### config.mk
export PLATFORM = sky130hd
export DESIGN_NAME = excl_global_monitor
export DESIGN_NICKNAME = d
export VERILOG_FILES = /design/src/rtl/excl_global_monitor.sv
export SDC_FILE = /design/constraint.sdc
export NUM_CORES = 1
export LEC_CHECK = 0
export ABC_AREA = 1
export BUFFER_PORTS_ARGS = -buffer_cell sky130_fd_sc_hd__buf_4
export CORE_MARGIN = 2
export CORE_UTILIZATION = 40
export CTS_BUF_LIST = sky130_fd_sc_hd__clkbuf_16
export DETAILED_ROUTE_END_ITERATION = 10
export HOLD_SLACK_MARGIN = 0.12
export PLACE_DENSITY = 0.6
export SYNTH_ARGS = -nofsm -noshare
export SYNTH_HDL_FRONTEND = slang
export SYNTH_SLANG_ARGS = --single-unit
export TNS_END_PERCENT = 100
### constraint.sdc
create_clock -name clk -period 5.02 [get_ports clk]
set_clock_uncertainty 0.2 [all_clocks]
set_input_delay 0.753 -clock clk [delete_from_list [all_inputs] [get_ports clk]]
set_output_delay 0.753 -clock clk [all_outputs]
set_load 0.005 [all_outputs]
### src/rtl/excl_global_monitor.sv
module excl_global_monitor #(
  parameter int NCORES   = 4,
  parameter int AW       = 32,
  parameter int MAX_FAIL = 5,
  parameter logic [AW-1:0] GRAN_MASK = {{(AW-3){1'b1}}, 3'b000}
) (
  input  logic                                  clk,
  input  logic                                  rst_n,
  input  logic                                  req_valid,
  input  logic [(NCORES>1?$clog2(NCORES):1)-1:0] req_core,
  input  logic [1:0]                            req_op,
  input  logic [AW-1:0]                         req_addr,
  output logic                                  rsp_valid,
  output logic                                  rsp_pass
);
  localparam int CW = (NCORES > 1) ? $clog2(NCORES) : 1;
  localparam int FW = $clog2(MAX_FAIL + 1);
  localparam logic [FW-1:0] FAIL_LIM = FW'(MAX_FAIL);
  localparam logic [1:0] OP_LDX = 2'd0;
  localparam logic [1:0] OP_ST  = 2'd1;
  localparam logic [1:0] OP_STX = 2'd2;
  localparam logic [1:0] OP_REM = 2'd3;

  logic [NCORES-1:0] excl_q, enrl_q;
  logic [AW-1:0]     tag_q [NCORES];
  logic [FW-1:0]     cnt_q [NCORES];

  logic core_ok, own_live, hit, inject, pass;
  assign core_ok  = 32'(req_core) < NCORES;
  assign own_live = core_ok && excl_q[req_core] && enrl_q[req_core];
  assign hit      = req_valid && req_op == OP_STX && own_live && tag_q[req_core] == req_addr;
  assign inject   = hit && cnt_q[req_core] >= FAIL_LIM;
  assign pass     = hit && !inject;

  always_ff @(posedge clk) begin
    if (!rst_n) begin
      excl_q    <= '0;
      enrl_q    <= '0;
      rsp_valid <= 1'b0;
      rsp_pass  <= 1'b0;
      for (int i = 0; i < NCORES; i++) begin
        tag_q[i] <= '0;
        cnt_q[i] <= '0;
      end
    end else begin
      rsp_valid <= req_valid;
      rsp_pass  <= pass;
      if (req_valid) begin
        for (int i = 0; i < NCORES; i++) begin
          if (req_op == OP_LDX && core_ok && req_core == CW'(i)) begin
            excl_q[i] <= 1'b1;
            enrl_q[i] <= 1'b1;
            tag_q[i]  <= req_addr;
          end else if (req_op == OP_ST && enrl_q[i]) begin
            excl_q[i] <= 1'b0;
          end else if (req_op == OP_STX) begin
            if (hit && req_core == CW'(i)) begin
              excl_q[i] <= 1'b0;
              cnt_q[i]  <= inject ? '0 : cnt_q[i] + 1'b1;
            end else if (pass && req_core != CW'(i) && enrl_q[i] && excl_q[i] &&
                         (tag_q[i] & GRAN_MASK) == (req_addr & GRAN_MASK)) begin
              excl_q[i] <= 1'b0;
            end
          end else if (req_op == OP_REM && core_ok && req_core == CW'(i)) begin
            enrl_q[i] <= 1'b0;
          end
        end
      end
    end
  end

  a_r2_rsp_follows: assert property (@(posedge clk) disable iff (!rst_n)
    req_valid |=> rsp_valid);
  a_r2_rsp_quiet: assert property (@(posedge clk) disable iff (!rst_n)
    !req_valid |=> !rsp_valid);
  a_r2_pass_only_stx: assert property (@(posedge clk) disable iff (!rst_n)
    rsp_pass |-> rsp_valid && $past(req_op) == OP_STX);
  a_r3_pass_opens_own: assert property (@(posedge clk) disable iff (!rst_n)
    rsp_pass |-> !excl_q[$past(req_core)]);
  a_r5_store_clears: assert property (@(posedge clk) disable iff (!rst_n)
    (req_valid && req_op == OP_ST) |=> (excl_q & enrl_q) == '0);
  a_r9_removed_fails: assert property (@(posedge clk) disable iff (!rst_n)
    (req_valid && req_op == OP_STX && core_ok && !enrl_q[req_core]) |=> !rsp_pass);

  for (genvar g = 0; g < NCORES; g++) begin : g_chk
    a_r6_cnt_bound: assert property (@(posedge clk) disable iff (!rst_n)
      cnt_q[g] <= FAIL_LIM);
  end
endmodule

Word level (Yosys, flattened, before mapping)
Memory sizes are Yosys's and may differ from the RTL's.
Index checks and enable logic that the tools add are counted.

word-level totals
  memories kept = 2
  bits in read-only memories = 0
  bits in writable memories = 140
  output and inout port bits = 2
  flip-flop bits (word level) = 10
  input bits = 39
  logic and storage cells = 207
  latch bits = 0

cells by class
  reduce and logical (&&, ||, !) cells = 62
  shift operators = 0
  divide/modulo/power cells = 0
  multiply operators = 0
  multiplexer cells = 97
  bitwise operators = 8
  magnitude comparators = 2
  add/subtract/negate cells = 4
  equality and inequality tests = 22

memory list
  memory  words  width  read ports  clocked after Yosys merged registers in  wr ports  RTL line  text
  tag_q   4      32     5           0                                        4         25        logic [AW-1:0] tag_q [NCORES];
  cnt_q   4      3      5           0                                        4         26        logic [FW-1:0] cnt_q [NCORES];

operators with widths
  kind                                                count
  2-to-1 mux 32 bit                                   4
  == test 29 bit                                      4
  2-to-1 mux 1 bit                                    83
  logical AND 1 bit                                   38
  == test 32 bit                                      1
  2-to-1 mux 3 bit                                    8
  != test 2 bit, second input constant                9
  AND reduction 4 bit                                 4
  nonzero test 4 bit                                  4
  adder 3 x 1 -> 3 bit, second input constant         4
  AND reduction 3 bit                                 4
  nonzero test 3 bit                                  4
  nonzero test 2 bit                                  5
  == test 2 bit, second input constant                4
  OR 1 bit                                            8
  binary-select mux 1 bit (select 2 bit)              2
  == test 2 x 1 -> 1 bit, second input constant       2
  logical NOT 2 bit                                   2
  != test 2 x 1 -> 1 bit, second input constant       2
  >= comparator 3 bit, second input constant          1
  < comparator 2 x 3 -> 1 bit, second input constant  1
  logical NOT 1 bit                                   1

Longest topological paths before layout
  word-level depth = 17
  depth in mapped cells = 19
  mapped depth without buffers = 17

Worst setup path after synthesis
OpenSTA, ideal clock, no wires.

  kind = input -> register
  start point = input req_core[0] in the netlist's numbering
  end point = memory tag_q[2][0] (enable)
  buffers on the path = 2
  library setup time = 0.466 ns
  required time = 4.354 ns
  stages = 7
  setup slack = 0.569 ns
  arrival time = 3.785 ns
  path through = buf_6 -> buf_6 -> nor2_2 -> inv_1 -> nor2_1 -> inv_1 -> o21ai_0

RTL lines
  element          RTL line  text
  start, declared  10        input logic [(NCORES>1?$clog2(NCORES):1)-1:0] req_core,
  end, declared    25

==> flow_summary.yaml <==
run_status:
  outcome: "finished clean"
clock_network:
  cts_resized: 0
  postCtsSetupRepairBufs: 0
  cts_root_buf: "clkbuf_16"
  clk_latency_ns: 0.44
  hold_buffers: 0
  clock-sinks: 150
  htreeDepth: 4
  path_clk_slew_ns: 0.07
  tritoncts: "built"
  cts_buffer_depth: 2
  numCtsBuffers: 17
power_and_ir_drop:
  p_comb_share_pct: 16.7
  p_int_mw: 2.34
  power.density_nw_per_um2: 309
  p_leak_nw: 4.73
  switching_share_pct: 30.3
  vdd_drop_max_mv: 0.170
  power.total_mw: 3.35
  p_sw_mw: 1.02
  power_frac_clock_pct: 38.9
  p_seq_share_pct: 44.4
yosys:
  synth_cells: 1274
  synth_nets: 1317
  yosys.cell_count.top_type: "nand2_1"
  synth_cell_types: 37
  synth.top_cell.area_share_pct: 43.4
  ys_ff_latch: 150
  synth.area.top_cells: "edfxtp_1 43%, nand2_1 17%, nor2_1 9.9%"
  yosysSeqAreaShare_pct: 45.5
  syn_avg_cell_area_um2: 7.60
  synth_commonest_cells: "433 x nand2_1, 255 x nor2_1, 140 x edfxtp_1, 82 x inv_1, 66 x xor2_1"
  synthArstFlopShare_pct: 0
  synth_top_flop_cell: "edfxtp_1"
  syn_area_um2: 9680
  yosysTopAreaCell: "edfxtp_1"
  synth_edf_count: 140
  yosysWarnings: 0
route:
  ant_nets: 0
  first_pass_iters: 5
  drtIter0Drc: 848
  num_vias: 8640
  wl_um: 33200
  vias_per_cell: 5.35
  drt-wirelength-per-cell_um: 20.6
  drc: 0
sta:
  final-hold-violation-count: 0
  setup_violations: 0
  min_period_over_period_pct: 73.3
  min_period_ns: 3.68
  fin_ws_ns: 1.34
  hold_ws_ns: 0.326
  maxSlewViolCount: 0
  slew_headroom_pct: 35.6
  worst_pin_slew_ns: 0.964
  fmax_mhz: 272
  rsz0062_at_grt: "no"
  tns_ns: 0
floorplanning:
  coreArea_um2: 23600
  die_w_um: 160
  pin_count: 41
  start_util_pct: 41.0
  die_y_um: 160
  fp.dieArea_um2: 25500
  row_count: 56
worst_setup_path:
  r2r_cells: 11
  reg2reg_to: "cnt_q[0][0]"
  worst_r2r_startpoint: "excl_q[1]"
  end_kind: "register"
  r2r_setup_slack_ns: 2.44
  worstPathArrival_ns: 3.62
  crit_type: "in -> reg"
  worst_setup_path_start_kind: "primary input"
  critical_path_required_ns: 4.96
  path_max_fanout: 36
global_route:
  grt-ovfl-total: 0
  antenna_found_initial: 0
  grt_pass1_wl_um: 50100
  grt_max_degree: 65
  grt_use_total_pct: 26.3
  grt_pass1_vias: 8176
layout:
  nFillCells: 2362
  drive_gt1_share_pct: 8.26
  num_antenna_cells: 0
  nNetsFinal: 1326
  final_area_um2: 10800
  ff_latch_area_um2: 4400
  multiInputGateArea_um2: 4710
  area_growth_pct: 12.0
worst_hold_path:
  min_path_type: "reg -> reg"
  whs_path_depth: 2
  min_to: "enrl_q[0]"
  min-delay-start: "enrl_q[0]"
place:
  dp_slack_ns: 0.992
  gp_congestion: 1.02
  place_area_um2: 10300
  io_buffers: 40
  hpwl_um: 24300
job:
  max_cap_violations: 0
power by group through the flow:
stage	clock, mW	sequential, mW	combinational (mW)
floorplan	0	1.50	0.352
global placement	0	1.51	0.548
detailed placement	0	1.51	0.547
CTS	1.32	1.49	0.551
global route	1.36	1.49	0.607
finish	1.31	1.49	0.561
worst max path at each step:
stage | slack [ns] | depth (start not counted) | to | startpoint
2_1_floorplan | 0.57 | 7 | tag_q[2][0] | req_core[0]
3_3_place_gp | 1.04 | 12 | cnt_q[0][0] | req_core[1]
3_5_place_dp | 0.99 | 12 | cnt_q[0][0] | req_core[1]
4_1_cts | 1.44 | 12 | cnt_q[0][0] | req_core[1]
5_1_grt | 1.23 | 13 | cnt_q[0][1] | req_core[1]
6_report | 1.34 | 12 | cnt_q[0][0] | req_core[1]
state kept, by name, indices dropped and copies added, names as in the netlist:
signal / flops
enrl_q: 4
excl_q: 4
cnt_q: 12
tag_q: 128
rsp_valid: 1
rsp_pass: 1
per-layer routing:
| layer | part of all wire (%) | GRT usage [%] | vias up |
|---|---|---|---|
| met3 | 7.8 | 4.22 | 65 |
| met2 | 46 | 42.3 | 416 |
| met5 | 0 | 0 | - |
| met4 | 3.1 | 9.01 | 0 |
| met1 | 43 | 36.1 | 4069 |
| li1 | - | - | 4090 |
layout make-up:
cell class / instances / area share (%)
multi-input cells: 978 / 43.5
repair buffers: 51 / 3.88
well taps: 319 / 3.68
clock inverters: 15 / 1.44
clock buffers: 17 / 3.92
flip-flops and latches: 150 / 40.6
inverters: 85 / 2.97
kinds of logic after synthesis:
family / share of synthesized area (%)
AND/OR/NAND/NOR: 35.8
flip-flops: 45.5
buffers and inverters: 6.31
XOR/XNOR: 10.0
AO/OA/AOI/OAI: 1.86
adder cells (fa/ha/maj): 0.517
per-stage QoR:
step / cells / utilization, %
detailed placement: 1583 / 43.4
finish: 1615 / 45.9
floorplan: 1274 / -
global placement: 1583 / 43.4
CTS: 1615 / 45.9
global route: 1615 / 45.9
placed cells by master (no fill, tap or decap), types with 5 or more instances in the layout:
master	Yosys	layout
o21ai_0	15	13
inv_1	82	83
nor4_1	12	12
nand3_1	51	51
dfxtp_1	10	10
xor2_1	66	66
edfxtp_1	140	140
nor2_1	255	255
buf_4	4	48
nand4_1	32	32
nand2_2	5	5
clkbuf_16	0	17
nor3_1	15	15
nor3b_1	5	5
nor2_2	6	6
nand2_1	433	433
xnor2_1	45	45
worst max-delay path, cell delays in order:
cell	delay, ns
buf_4	0.41
inv_2	0.48
nor2_2	0.44
nand2_1	0.10
nand2_1	0.08
nor2_1	0.04
nor2_1	0.22
nor3b_2	0.20
nand2_1	0.07
nor2_2	0.38
nand3_1	0.23
nand2_1	0.18
Note: power is estimated with default switching activity, not from simulation.
